<file path="config.mk">
export PLATFORM = sky130hd
export DESIGN_NAME = bcd_timekeeper
export DESIGN_NICKNAME = d
export VERILOG_FILES = /design/src/rtl/bcdtk_pkg.sv /design/src/rtl/bcdtk_prescaler.sv /design/src/rtl/bcdtk_field.sv /design/src/rtl/bcdtk_snapshot.sv /design/src/rtl/bcd_timekeeper.sv
export SDC_FILE = /design/constraint.sdc
export NUM_CORES = 1
export LEC_CHECK = 0
export ABC_AREA = 1
export BUFFER_PORTS_ARGS = -buffer_cell sky130_fd_sc_hd__buf_2
export CAP_MARGIN = 10
export CORE_MARGIN = 4
export CORE_UTILIZATION = 45
export CTS_CLUSTER_DIAMETER = 60
export DETAILED_ROUTE_END_ITERATION = 10
export SYNTH_ARGS = -nofsm -noshare
export SYNTH_HDL_FRONTEND = slang
export SYNTH_SLANG_ARGS = --single-unit
</file>
<file path="constraint.sdc">
create_clock -name clk -period 2.37 [get_ports clk]
set_clock_uncertainty 0.05 [all_clocks]
set_input_delay 0.1185 -clock clk [delete_from_list [all_inputs] [get_ports clk]]
set_output_delay 0.1185 -clock clk [all_outputs]
set_load 0.02 [all_outputs]
</file>
<file path="src/rtl/bcdtk_pkg.sv">
// Package: shared constants and BCD helpers for the time-of-day counter.
// Assumes all stored values are packed BCD, one byte per field.
package bcdtk_pkg;
    localparam int DATA_W     = 8;
    localparam int NUM_FIELDS = 7;
    localparam int NUM_REGS   = 8;
    localparam int ADDR_W     = $clog2(NUM_REGS);

    // Next BCD value with a decimal carry from the units into the tens digit.
    function automatic logic [7:0] bcd_next(input logic [7:0] v);
        if (v[3:0] >= 4'd9)
            return {v[7:4] + 4'd1, 4'd0};
        return {v[7:4], v[3:0] + 4'd1};
    endfunction

    // Divisibility by four of a two-digit BCD year, worked out on its digits.
    function automatic logic is_leap(input logic [7:0] y);
        if (y[4])
            return (y[3:0] == 4'd2) || (y[3:0] == 4'd6);
        return (y[3:0] == 4'd0) || (y[3:0] == 4'd4) || (y[3:0] == 4'd8);
    endfunction

    // Last date of a BCD month.
    function automatic logic [7:0] month_len(input logic [7:0] m, input logic leap);
        case (m)
            8'h02:                      return leap ? 8'h29 : 8'h28;
            8'h04, 8'h06, 8'h09, 8'h11: return 8'h30;
            default:                    return 8'h31;
        endcase
    endfunction

    // Lowest value of each field (day of week, date and month start at one).
    function automatic logic [7:0] field_floor(input int idx);
        return (idx >= 3 && idx <= 5) ? 8'h01 : 8'h00;
    endfunction

    // Bits a write may set in each field.
    function automatic logic [7:0] field_mask(input int idx);
        case (idx)
            0, 1:    return 8'h7F;
            2:       return 8'h3F;
            3:       return 8'h07;
            4:       return 8'h3F;
            5:       return 8'h1F;
            default: return 8'hFF;
        endcase
    endfunction
endpackage

</file>
<file path="src/rtl/bcdtk_prescaler.sv">
// Prescaler: free-running binary divider that emits one tick each 2^BITS cycles.
// Assumes hold and clear come from the register port; either one suppresses the tick.
module bcdtk_prescaler #(
    parameter int BITS = 15
) (
    input  logic clk,
    input  logic rst_n,
    input  logic hold,
    input  logic clear,
    output logic tick
);
    localparam logic [BITS-1:0] LAST = '1;

    logic [BITS-1:0] count;

    // Tick on the last count of the period, unless a write owns this cycle.
    assign tick = !hold && !clear && (count == LAST);

    // Count cycles; restart on clear, stand still on hold.
    always_ff @(posedge clk) begin
        if (!rst_n)
            count <= '0;
        else if (clear)
            count <= '0;
        else if (!hold)
            count <= count + 1'b1;
    end
endmodule

</file>
<file path="src/rtl/bcdtk_field.sv">
// BCD field counter: one time or calendar field with a load and a runtime ceiling.
// Assumes step_en and load_en never occur together; the load wins if they do.
module bcdtk_field #(
    parameter logic [7:0] FLOOR = 8'h00,
    parameter logic [7:0] MASK  = 8'hFF
) (
    input  logic       clk,
    input  logic       rst_n,
    input  logic       step_en,
    input  logic [7:0] ceiling,
    input  logic       load_en,
    input  logic [7:0] load_val,
    output logic [7:0] value,
    output logic       wrap
);
    logic at_top;

    // At or above the ceiling: an out-of-range loaded value also wraps.
    assign at_top = (value >= ceiling);
    assign wrap   = step_en && at_top;

    // Load, wrap to the floor, or take one BCD step.
    always_ff @(posedge clk) begin
        if (!rst_n)
            value <= FLOOR;
        else if (load_en)
            value <= load_val & MASK;
        else if (step_en)
            value <= at_top ? FLOOR : bcdtk_pkg::bcd_next(value);
    end
endmodule

</file>
<file path="src/rtl/bcdtk_snapshot.sv">
// Read shadow: captures all register bytes at once and serves them by address.
// Assumes live bytes are stable before the capturing edge.
module bcdtk_snapshot #(
    parameter int NUM_REGS = 8,
    parameter int DATA_W   = 8,
    localparam int ADDR_W  = $clog2(NUM_REGS)
) (
    input  logic                           clk,
    input  logic                           rst_n,
    input  logic                           capture,
    input  logic [NUM_REGS-1:0][DATA_W-1:0] live,
    input  logic [ADDR_W-1:0]              rd_addr,
    output logic [DATA_W-1:0]              rd_data
);
    logic [NUM_REGS-1:0][DATA_W-1:0] shadow;

    // Take a coherent copy of every byte on request.
    always_ff @(posedge clk) begin
        if (!rst_n)
            shadow <= '0;
        else if (capture)
            shadow <= live;
    end

    // Select the requested byte.
    assign rd_data = shadow[rd_addr];
endmodule

</file>
<file path="src/rtl/bcd_timekeeper.sv">
// Top: BCD time-of-day and calendar counter chain with a register port.
// Assumes clk is the time base; 2^PRESC_BITS cycles make one second.
module bcd_timekeeper #(
    parameter int PRESC_BITS = 15
) (
    input  logic       clk,
    input  logic       rst_n,
    input  logic [2:0] reg_addr,
    input  logic       reg_wr_en,
    input  logic [7:0] reg_wr_data,
    input  logic       snap_req,
    output logic [7:0] rd_data
);
    import bcdtk_pkg::*;

    localparam int FIELD_SEC  = 0;
    localparam int FIELD_HOUR = 2;
    localparam int FIELD_YEAR = 6;

    logic                                 tick;
    logic                                 sec_load;
    logic                                 century;
    logic [NUM_FIELDS-1:0]                fstep;
    logic [NUM_FIELDS-1:0]                fload;
    logic [NUM_FIELDS-1:0]                fw;
    logic [NUM_FIELDS-1:0][DATA_W-1:0]    fv;
    logic [NUM_FIELDS-1:0][DATA_W-1:0]    fceil;
    logic [NUM_REGS-1:0][DATA_W-1:0]      live;

    assign sec_load = reg_wr_en && (reg_addr == ADDR_W'(FIELD_SEC));

    bcdtk_prescaler #(.BITS(PRESC_BITS)) u_presc (
        .clk   (clk),
        .rst_n (rst_n),
        .hold  (reg_wr_en),
        .clear (sec_load),
        .tick  (tick)
    );

    // Carry chain: day of week and date both follow the hours wrap.
    always_comb begin
        fstep[0] = tick;
        fstep[1] = fw[0];
        fstep[2] = fw[1];
        fstep[3] = fw[2];
        fstep[4] = fw[2];
        fstep[5] = fw[4];
        fstep[6] = fw[5];
    end

    // Per-field ceilings; the date ceiling follows month and leap year.
    always_comb begin
        fceil[0] = 8'h59;
        fceil[1] = 8'h59;
        fceil[2] = 8'h23;
        fceil[3] = 8'h07;
        fceil[4] = month_len(fv[5], is_leap(fv[6]));
        fceil[5] = 8'h12;
        fceil[6] = 8'h99;
    end

    for (genvar i = 0; i < NUM_FIELDS; i++) begin : g_field
        assign fload[i] = reg_wr_en && (reg_addr == ADDR_W'(i));
        bcdtk_field #(
            .FLOOR (field_floor(i)),
            .MASK  (field_mask(i))
        ) u_field (
            .clk      (clk),
            .rst_n    (rst_n),
            .step_en  (fstep[i]),
            .ceiling  (fceil[i]),
            .load_en  (fload[i]),
            .load_val (reg_wr_data),
            .value    (fv[i]),
            .wrap     (fw[i])
        );
        assign live[i] = (i == FIELD_HOUR) ? (fv[i] | {century, 7'b0}) : fv[i];
    end
    assign live[NUM_REGS-1] = '0;

    // Century flag: loaded with the hours byte, flipped on a year wrap.
    always_ff @(posedge clk) begin
        if (!rst_n)
            century <= 1'b0;
        else if (fload[FIELD_HOUR])
            century <= reg_wr_data[7];
        else if (fw[FIELD_YEAR])
            century <= !century;
    end

    bcdtk_snapshot #(.NUM_REGS(NUM_REGS), .DATA_W(DATA_W)) u_snap (
        .clk     (clk),
        .rst_n   (rst_n),
        .capture (snap_req),
        .live    (live),
        .rd_addr (reg_addr),
        .rd_data (rd_data)
    );
endmodule

</file>
==> results.md, run 1 <==
* Status: complete, but fails checks
* Failing checks: negative setup slack
* RR Endpoint: g_field[6].u_field.value[2]
* DIE AREA at 17400 um2
* Top_reg_cell synth: dfxtp_1
* Fillers at 1470
* RR Startpoint: g_field[5].u_field.value[0]
* Kind of critical path: flop to flop
* Synth Area in Compound Gates at 0.204
* PD cells at 612 nW/um2
* Max cap viols at 0
* Antenna violations before repair at 0
* Worst Tran Pin Value at 0.806 ns
* Routed vias/inst at 5.39
* Synth Area in XOR/XNOR at 0.0203
* Vias in the first global route at 6168
* Crit path capture type: flop
* TritonRoute pass-1 iters at 5
* Worst Hold End: g_field[4].u_field.value[5]
* Port Buffers at 22
* Main combinational cell family by area after synthesis: simple AND/OR/NAND/NOR gates
* Post-synthesis to final-layout area growth at 19.7%
* Post-Synth Simple-Gate Area at 0.237
* Final setup vio count at 25
* Hold WS at 0.0136 ns
* EDFF count, synth at 0
* Post-Syn Area at 6920 um2
* Syn Inst Count at 963
* Max VDD drop at 0.492 mV
* Worst-path clk slew at 0.05 ns
* Static leakage at 0.00345 uW
* Sequential area share after synthesis at 0.370
* Register bit total from synthesis at 128
* Final Slew Violations at 0
* Slew headroom at 0.460
* GPL Wtd Cong at 0.891
* Wirelength per Cell at ~16 um
* Synthesis Warnings at 0
* Largest net degree at the start of global routing at 71
* CP arrival at around 2.9 ns
* Post-route ant nets at 0
* First-pass GRT wire length at 32000 um
* Startpoint types: flop
* Die Span Y at 132 um
* DP HPWL at around 14000 um
* # DRC at 0
* Fin Setup TNS at -3.91 ns
* Reg-to-reg slack, setup at -0.22 ns
* Layout cells sized above 1 at 0.163
* Hold Path Class: primary input to flop
* Hold Crit Start: rst_n
* DR vias at 6643
* IO Pins at 23
* Setup slack after layout at -0.216 ns
* Core ar. at between 15000 and 20000 um2
* Final nets at 1092
* Area of the multi-input gates at 3910 um2
* Post-layout total power at roughly 5000 uW
* Clock root cell: clkbuf_16
* H-tree Lvls at 4
* Sink Count at 128
* Num CTS Buffers at 17
* Skew-Pair Late Insertion Delay at 0.42 ns
* Synth Area in Adders at 0.0796
* Commonest cells after routing, fill and taps aside: nand2_1 (147), dfxtp_1 (125), inv_1 (114), nor2_1 (100), o21ai_0 (89)
* Antenna Cells at 0
* Routed wire length at 19900 um
* Worst r2r path cells at 19
* Minimum clock period at 2.59 ns
* Die Wd at 132 um
* Hold path depth at 3
* Commonest non-fill, non-tap cell in the layout: nand2_1
* Hold Vio Cnt, Final at 0
* Mux cell area share after synthesis at 0
* Initial Util at 0.457
* TritonCTS clock tree: yes
* Required time of the critical path at roughly 2.7 ns
* Yosys cell types at 44
* Row cnt at 45
* Reg area at 2570 um2
* Gr usage total at 0.229
* Fraction of registers with async set or reset after synthesis at 0
* RSZ-0062 raised after global routing: true
* Final worst path period share at 1.09
* Average size of a mapped cell at 7.18 um2
* Clk buf depth at 2
* Initial DRC Count at around 520
* Grt ovf at 0
* Synthesized net count at 1022
* Highest clock rate at 0.387 GHz
* CP Max Fanout at 5
## cell type report
class	instances	share of cell area
multi-input combinational	681	0.472
sequential	128	0.311
timing repair buffer	80	0.0671
inverter	125	0.0580
clock buffer	23	0.0565
tap	188	0.0284
clock inverter	7	0.00756
## synth_stat cells, types with 2 or more instances
master / number / area [um2]
a211oi_1: 2 / 15.0
dfxtp_1: 128 / 2560
o21ai_0: 98 / 490
a32oi_1: 4 / 35.0
o31ai_1: 2 / 15.0
inv_2: 4 / 15.0
o22ai_1: 4 / 25.0
o211ai_1: 3 / 22.5
nand2_2: 4 / 25.0
nor3_1: 14 / 70.1
nand3_1: 49 / 245
clkbuf_1: 26 / 97.6
inv_1: 120 / 450
nand2_1: 154 / 578
and3_1: 4 / 25.0
nor2_1: 105 / 394
xnor2_1: 4 / 35.0
nand4_1: 10 / 62.6
a22oi_1: 14 / 105
o2111ai_1: 2 / 17.5
a21oi_2: 4 / 35.0
o221ai_1: 2 / 17.5
a31oi_1: 17 / 106
ha_1: 44 / 551
nand2_4: 3 / 33.8
nand3b_1: 3 / 22.5
nor2_4: 4 / 45.0
a41oi_1: 2 / 17.5
a21oi_1: 93 / 465
nor4_1: 8 / 50.1
a221oi_1: 5 / 43.8
nor2_2: 4 / 25.0
xor2_1: 12 / 105
## where the power goes
group	switching (uW)	total, uW	internal, uW
clock	925	2400	1470
sequential	44.1	2260	2220
combinational	278	409	131
## metal layers
layer	vias to the layer above	GRT usage	share of wire
li1	3376	-	-
met3	24	0.0576	0.063
met5	-	0	0
met1	3083	0.324	0.48
met4	0	0.0747	0.019
met2	160	0.342	0.44
## cells by family after synthesis
logic type / after synthesis
buffers and inverters: 155
xor gates and xnor gates: 16
AOI/OAI and AO/OA: 252
DFF: 128
adders and majority gates: 44
and+or+nand+nor: 368
## worst max-delay path by stage
stage	from	endpoint	slack, ns	depth (start not counted)
after floorplan	g_field[5].u_field.value[0]	g_field[4].u_field.value[5]	-0.04	16
after global placement	g_field[5].u_field.value[0]	g_field[4].u_field.value[5]	-0.17	16
after detailed placement	g_field[5].u_field.value[0]	g_field[4].u_field.value[5]	-0.22	16
after CTS	g_field[5].u_field.value[0]	g_field[4].u_field.value[5]	-0.15	17
after global routing	g_field[5].u_field.value[1]	g_field[4].u_field.value[5]	-0.45	19
final	g_field[5].u_field.value[0]	g_field[6].u_field.value[2]	-0.22	19
## through the flow
stage               utilization  area (um2)  setup slack, ns  std cells
floorplan                     -        6950          -0.0447        963
global placement          0.499        7560           -0.173       1198
detailed placement        0.499        7560           -0.217       1198
CTS                       0.540        8190           -0.149       1230
global route              0.547        8280           -0.450       1232
finish                    0.547        8280           -0.216       1232
## registers in the layout, indices dropped and copies added, names as in the netlist
register               flops
g_field.u_field.value     56
u_snap.shadow             56
u_presc.count             15
century                    1
## worst max-delay path, cell delays in order, from the launching register on
cell and delay (ns):
dfxtp_4 0.36, inv_4 0.05, ha_4 0.15, o21ai_1 0.12
o21ai_1 0.09, a32oi_2 0.21, nor2_1 0.06, a31oi_1 0.15
ha_2 0.20, inv_2 0.04, nor2_2 0.08, o21ai_1 0.06
nand2_1 0.09, nand2_1 0.09, nor2_4 0.14, nor2_4 0.06
nand2_4 0.14, buf_4 0.14, nand3_1 0.08, a21oi_2 0.14
## timing repair
item / in CTS / in global routing
hold buffers: 1 / 0
setup buffers: 1 / 1
cloned: 0 / 1
resized for setup: 19 / 28
endpoints found under the setup margin: 25 / 33
pin swaps: 18 / 18
endpoints found under the hold margin: 2 / 0
No activity file was read; power rests on OpenSTA's default activity.
==> run 2: changes to the inputs <==
MAX_ROUTING_LAYER = met4   (was not set)
SETUP_SLACK_MARGIN = 0.2   (was not set)
==> run 2 against run 1 <==
The run still ends with negative setup slack left; register-to-register slack improved by 0.03 ns; critical endpoint is now g_field[4].u_field.value[5]; hold slack got worse by 0.0066 ns; sequential share of layout area decreased by 0.43 points; worst setup slack improved by 0.032 ns; sequential power about the same; fmax increased by 1.3%; utilization increased by 0.83 points; combinational power about the same; largest power group unchanged; critical path type unchanged; critical path depth decreased by 3; highest routed layer unchanged; global-route usage increased by 0.43 points.
==> results.md, run 2 (same netlist as run 1, synthesis figures left out) <==
* Status: complete, but fails checks
* Failing checks: negative setup slack
* Skew-Pair Late Insertion Delay at 0.42 ns (about the same)
* Initial Util at 0.457 (unchanged)
* Die Wd at 132 um (unchanged)
* Num CTS Buffers at 17 (unchanged)
* Crit path capture type: flop
* Hold path depth at 3 (unchanged)
* Routed vias/inst at 5.34 (-0.96%)
* Worst r2r path cells at 16 (-3)
* CP arrival at 2.86 ns (-0.04 ns)
* Hold Vio Cnt, Final at 0 (unchanged)
* Highest clock rate at 0.392 GHz (+1.3%)
* Wirelength per Cell at 15.9 um (-1.2%)
* # DRC at 0 (unchanged)
* Routed wire length at 19700 um (-0.52%)
* Post-route ant nets at 0 (unchanged)
* Startpoint types: flop
* Die Span Y at 132 um (unchanged)
* Minimum clock period at 2.55 ns (-0.0321 ns)
* CP Max Fanout at 4 (-1)
* Sink Count at 128 (unchanged)
* Vias in the first global route at 6154 (-0.23%)
* Final worst path period share at 1.08 (-0.0135)
* Grt ovf at 0 (unchanged)
* Static leakage at 0.00351 uW (+2.0%)
* DR vias at 6627 (-0.24%)
* Final Slew Violations at 0 (unchanged)
* Clk buf depth at 2 (unchanged)
* PD cells at 615 nW/um2 (+0.49%)
* DP HPWL at 14400 um (-0.71%)
* Clock root cell: clkbuf_16
* GPL Wtd Cong at 0.877 (-1.5%)
* Layout cells sized above 1 at 0.178 (+0.0148)
* DIE AREA at 17400 um2 (unchanged)
* Commonest cells after routing, fill and taps aside: nand2_1 (151), dfxtp_1 (123), inv_1 (114), nor2_1 (97), o21ai_0 (93)
* Max VDD drop at 0.507 mV (+3.1%)
* IO Pins at 23 (unchanged)
* TritonRoute pass-1 iters at 5 (unchanged)
* Post-layout total power at 5170 uW (+2.0%)
* Setup slack after layout at -0.184 ns (+0.0321 ns)
* Post-synthesis to final-layout area growth at 21.5%
* Reg area at 2570 um2 (about the same)
* H-tree Lvls at 4 (unchanged)
* Fin Setup TNS at -2.85 ns (+1.06 ns)
* Kind of critical path: flop to flop
* Final nets at 1100 (+0.73%)
* TritonCTS clock tree: yes
* Antenna violations before repair at 0 (unchanged)
* RSZ-0062 raised after global routing: true
* Antenna Cells at 0 (unchanged)
* Commonest non-fill, non-tap cell in the layout: nand2_1
* Worst-path clk slew at 0.06 ns (about the same)
* Biggest regs: g_field.u_field.value: 56 flops, u_snap.shadow: 56 flops, u_presc.count: 15 flops
* Worst Tran Pin Value at 0.679 ns (-0.127 ns)
* Final setup vio count at 25 (unchanged)
* Slew headroom at 0.547 (+0.0874)
* Initial DRC Count at 453 (-13%)
* Core ar. at 15100 um2 (unchanged)
* Hold Path Class: primary input to flop
* Area of the multi-input gates at 3940 um2 (+0.70%)
* Fillers at 1470 (unchanged)
* Port Buffers at 22 (unchanged)
* First-pass GRT wire length at 31700 um (-0.75%)
* Gr usage total at 0.233 (+0.00432)
* Max cap viols at 0 (unchanged)
* Largest net degree at the start of global routing at 71 (unchanged)
* Required time of the critical path at 2.67 ns (about the same)
* Row cnt at 45 (unchanged)
## run 2: cell types whose count changed in the layout (fill, tap and decap cells not counted), moves of 4 or more
cell     before  now
nand3_1      47   39
nand3_2       3   11
buf_4        55   60
nand2_1     147  151
nand2_2      11    7
o21ai_0      89   93
## run 2: layer usage
layer | track usage | wire (um) | share of wire
met5 | - | 0 | 0
met4 | 0.0770 | 423 | 0.021
met3 | 0.0420 | 974 | 0.049
met2 | 0.340 | 8470 | 0.43
met1 | 0.327 | 9880 | 0.50
## run 2: final cells by class
cell class              instances  area share
multi-input cells             681       0.468
flip-flops and latches        128       0.306
repair buffers                 88      0.0744
inverters                     125      0.0564
clock buffers                  19      0.0527
well taps                     188      0.0280
clock inverters                12      0.0141
## run 2: final timing paths
check	from	to	slack, ns
max reg2reg	g_field[5].u_field.value[0]	g_field[4].u_field.value[5]	-0.18
max	g_field[5].u_field.value[0]	g_field[4].u_field.value[5]	-0.18
min reg2reg	u_presc.count[7]	u_presc.count[7]	0.40
min	reg_wr_en	u_presc.count[1]	0.007
## run 2: worst max-delay path: stages (launching register included)
cell	delay, ns
dfxtp_4	0.36
inv_4	0.05
ha_4	0.16
o21ai_2	0.11
o21ai_1	0.09
a32oi_2	0.21
nor2_1	0.08
a31oi_1	0.15
ha_2	0.29
nand4_1	0.06
nor2_1	0.06
nand3b_1	0.21
nor3_2	0.25
nor2_2	0.09
inv_1	0.08
nand2_1	0.05
a21oi_1	0.14
## run 2: what timing repair did
action	in CTS	in global routing
setup buffers	4	4
hold buffers	2	0
setup endpoints to repair	29	43
pin swaps	12	8
endpoints found under the hold margin	3	0
gates cloned	1	0
gates resized for setup	20	30
## run 2: power by group
part	internal, uW	switching, uW
Clock	1550	947
Sequential	2220	43.5
Combinational	133	277
Total	3900	1270
## run 2: stage by stage
step                utilization  hold WS [ns]  setup slack [ns]  instances  cell area [um2]
finish                    0.555       0.00702            -0.184       1241             8410
global route              0.555        0.0268            -0.354       1241             8410
CTS                       0.547       0.00333            -0.124       1237             8290
detailed placement        0.500         0.382            -0.176       1199             7570
global placement          0.500         0.376            -0.145       1199             7570
floorplan                     -         0.205           -0.0444        963             6950
==> run 3: changes to the inputs <==
--- a/config.mk
+++ b/config.mk
@@ -16,2 +16,3 @@
 export SETUP_SLACK_MARGIN = 0.2
+export SLEW_MARGIN = 20
 export SYNTH_ARGS = -nofsm -noshare
==> constraint.sdc (replaced) <==
create_clock -name clk -period 2.37 [get_ports clk]
set_clock_uncertainty 0.05 [all_clocks]
set_input_delay 0.237 -clock clk [delete_from_list [all_inputs] [get_ports clk]]
set_output_delay 0.237 -clock clk [all_outputs]
set_load 0.02 [all_outputs]
==> run 3 against run 2 <==
The flow still finishes with violations (negative setup slack); first-iteration DRC count decreased by 12%; final cell count is 0.16% higher; largest cell class unchanged; register-to-register slack is essentially flat; sequential power about the same; worst setup slack improved by 0.0069 ns.
==> results.md, run 3 (same netlist as run 1, synthesis figures left out) <==
* Status: complete, but fails checks
* Failing checks: negative setup slack
* H-tree Lvls at 4 (unchanged)
* Biggest regs: g_field.u_field.value: 56 flops, u_snap.shadow: 56 flops, u_presc.count: 15 flops
* Final setup vio count at 25 (unchanged)
* Fin Setup TNS at -2.70 ns (+0.156 ns)
* GPL Wtd Cong at 0.842 (-4.1%)
* Post-route ant nets at 0 (unchanged)
* DR vias at 6642 (+0.23%)
* CP delay by family, top: compound AO/OA/AOI/OAI gates
* Worst r2r path cells at 17 (+1)
* Required time of the critical path at 2.67 ns (about the same)
* TritonCTS clock tree: yes
* Routed wire length at 19900 um (+0.63%)
* Final design instance area without fill at 8500 um2 (+1.1%)
* Wirelength per Cell at 16.0 um (+0.47%)
* CP arrival at 2.85 ns (about the same)
* Placed cell area at 7620 um2 (+0.59%)
* Vias in the first global route at 6168 (+0.23%)
* GR Util met1 at 0.331 (+0.00410)
* TritonRoute pass-1 iters at 5 (unchanged)
* Worst path slowest cell: dfxtp_4
* Setup crit start: g_field[5].u_field.value[0]
* Core ar. at 15100 um2 (unchanged)
* Final worst path period share at 1.07 (-0.00291)
* Commonest cells after routing, fill and taps aside: nand2_1 (146), dfxtp_1 (123), inv_1 (115), nor2_1 (98), o21ai_0 (89)
* Global Route met2 Usage at 0.347 (+0.00684)
* Setup WS pre-CTS at -0.180 ns (-0.00354 ns)
* Largest net degree at the start of global routing at 71 (unchanged)
* Hold Path Class: primary input to flop
* Max VDD drop at 0.541 mV (+6.7%)
* RR Endpoint: g_field[4].u_field.value[5]
* Clock root cell: clkbuf_16
* PD cells at 651 nW/um2 (+5.8%)
* Gr usage total at 0.237 (+0.00362)
* Post-synthesis to final-layout area growth at 22.8%
* Buf+Inv Stages, Crit Path at 2 (unchanged)
* Kind of critical path: flop to flop
* Max cap viols at 0 (unchanged)
* Setup slack after layout at -0.177 ns (+0.00689 ns)
* Final Slew Violations at 0 (unchanged)
* Crit path capture type: flop
* Minimum clock period at 2.55 ns (-0.00689 ns)
* Row cnt at 45 (unchanged)
* Worst-path clk slew at 0.06 ns (about the same)
* Slew headroom at 0.549 (+0.00129)
* Highest clock rate at 0.393 GHz (+0.27%)
* Die Span Y at 132 um (unchanged)
* Initial Util at 0.457 (unchanged)
* DP HPWL at 14500 um (+1.2%)
* GRT Max-Usage Layer: met2
* CP Cell Sequence: inv_6 > ha_4 > o21ai_2 > o21ai_1 > a32oi_2 > nor2_1 > a31oi_1 > ha_2 > nand4_1 > nor2_1 > nand3b_1 > buf_6 > nor2_4 > nand2_1 > o21ai_1 > nand2_1 > a21oi_1
* Critical Path End: g_field[4].u_field.value[5]
* Grt ovf at 0 (unchanged)
* Number of cells on the critical path at 17 (+1)
* Post-layout total power at 5530 uW (+7.0%)
* Layout cells sized above 1 at 0.184 (+0.00630)
* Worst Tran Pin Value at 0.677 ns (-0.00194 ns)
* Num CTS Buffers at 17 (unchanged)
* RSZ-0062 raised after global routing: true
* Reg-to-reg slack, setup at -0.18 ns (about the same)
* First-pass GRT wire length at 32200 um (+1.7%)
* Port Buffers at 22 (unchanged)
* Sink Count at 128 (unchanged)
* Clk buf depth at 2 (unchanged)
* DIE AREA at 17400 um2 (unchanged)
* # DRC at 0 (unchanged)
* Commonest non-fill, non-tap cell in the layout: nand2_1
* IO Pins at 23 (unchanged)
* Static leakage at 0.00356 uW (+1.3%)
* Routed vias/inst at 5.34 (about the same)
* Antenna Cells at 0 (unchanged)
* Die Wd at 132 um (unchanged)
* Initial DRC Count at 399 (-12%)
* Met3 usage at 0.0531 (+0.0111)
* Max incr delay on CP at 0.38 ns (+0.02 ns)
* Hold Vio Cnt, Final at 0 (unchanged)
* CP Max Fanout at 4 (unchanged)
* Skew-Pair Late Insertion Delay at 0.42 ns (about the same)
* Final nets at 1102 (+0.18%)
* Antenna violations before repair at 0 (unchanged)
* Startpoint types: flop
* RR Startpoint: g_field[5].u_field.value[0]
==> run 3: cell types whose count changed in the layout (fill, tap and decap cells not counted), sizes merged, moves of 2 or more <==
cell and delta:
buf +4, clkinv -4, bufinv +3, dlygate4sd3 -2
==> run 3: cell type report <==
type | instances | area [um2]
timing repair buffer | 90 | 639
tap | 188 | 235
multi-input combinational | 681 | 3940
sequential | 128 | 2570
inverter | 125 | 479
clock inverter | 11 | 186
fill | 1481 | 6650
clock buffer | 20 | 447
==> run 3: through the flow <==
step,hold WS [ns],util,std cells
final,0.0652,0.561,1243
after detailed placement,0.394,0.503,1205
after floorplan,0.324,-,963
after global placement,0.388,0.503,1205
after CTS,0.0513,0.554,1241
after global routing,0.0745,0.561,1243
==> run 3: worst register-to-register path, delay by kind of cell (launching register included) <==
family                   cells  cell delay (ns)
AO/OA/AOI/OAI                6             0.75
AND/OR/NAND/NOR              7             0.64
adder cells (fa/ha/maj)      2             0.44
flip-flops                   1             0.38
buffers and inverters        2             0.24
==> run 3: how the worst min path moves through the flow <==
stage / startpoint / to / cells past startpoint
after floorplan: reg_wr_data[0] / g_field[3].u_field.value[0] / 2
after global placement: u_presc.count[7] / u_presc.count[7] / 2
after detailed placement: u_presc.count[7] / u_presc.count[7] / 2
after CTS: reg_wr_data[3] / g_field[1].u_field.value[3] / 3
after global routing: reg_wr_data[3] / g_field[1].u_field.value[3] / 3
final: reg_wr_data[3] / g_field[1].u_field.value[3] / 3
==> run 3: report_power, final <==
group | internal (uW) | switching, uW | total, uW
Combinational | 136 | 279 | 415
Sequential | 2220 | 43.3 | 2260
Clock | 1880 | 972 | 2850
Total | 4230 | 1290 | 5530
==> run 3: per-layer routing <==
metal / share of wire / vias to the layer above
li1: - / 3393
met1: 0.49 / 3071
met2: 0.43 / 154
met3: 0.057 / 24
met4: 0.018 / 0
met5: 0 / -
==> run 3: what timing repair did <==
action,4_1_cts,5_1_grt
gates cloned,1,0
resized for setup,22,38
setup buffers,4,2
hold buffers,0,0
pin swaps,12,17
endpoints found under the setup margin,29,40
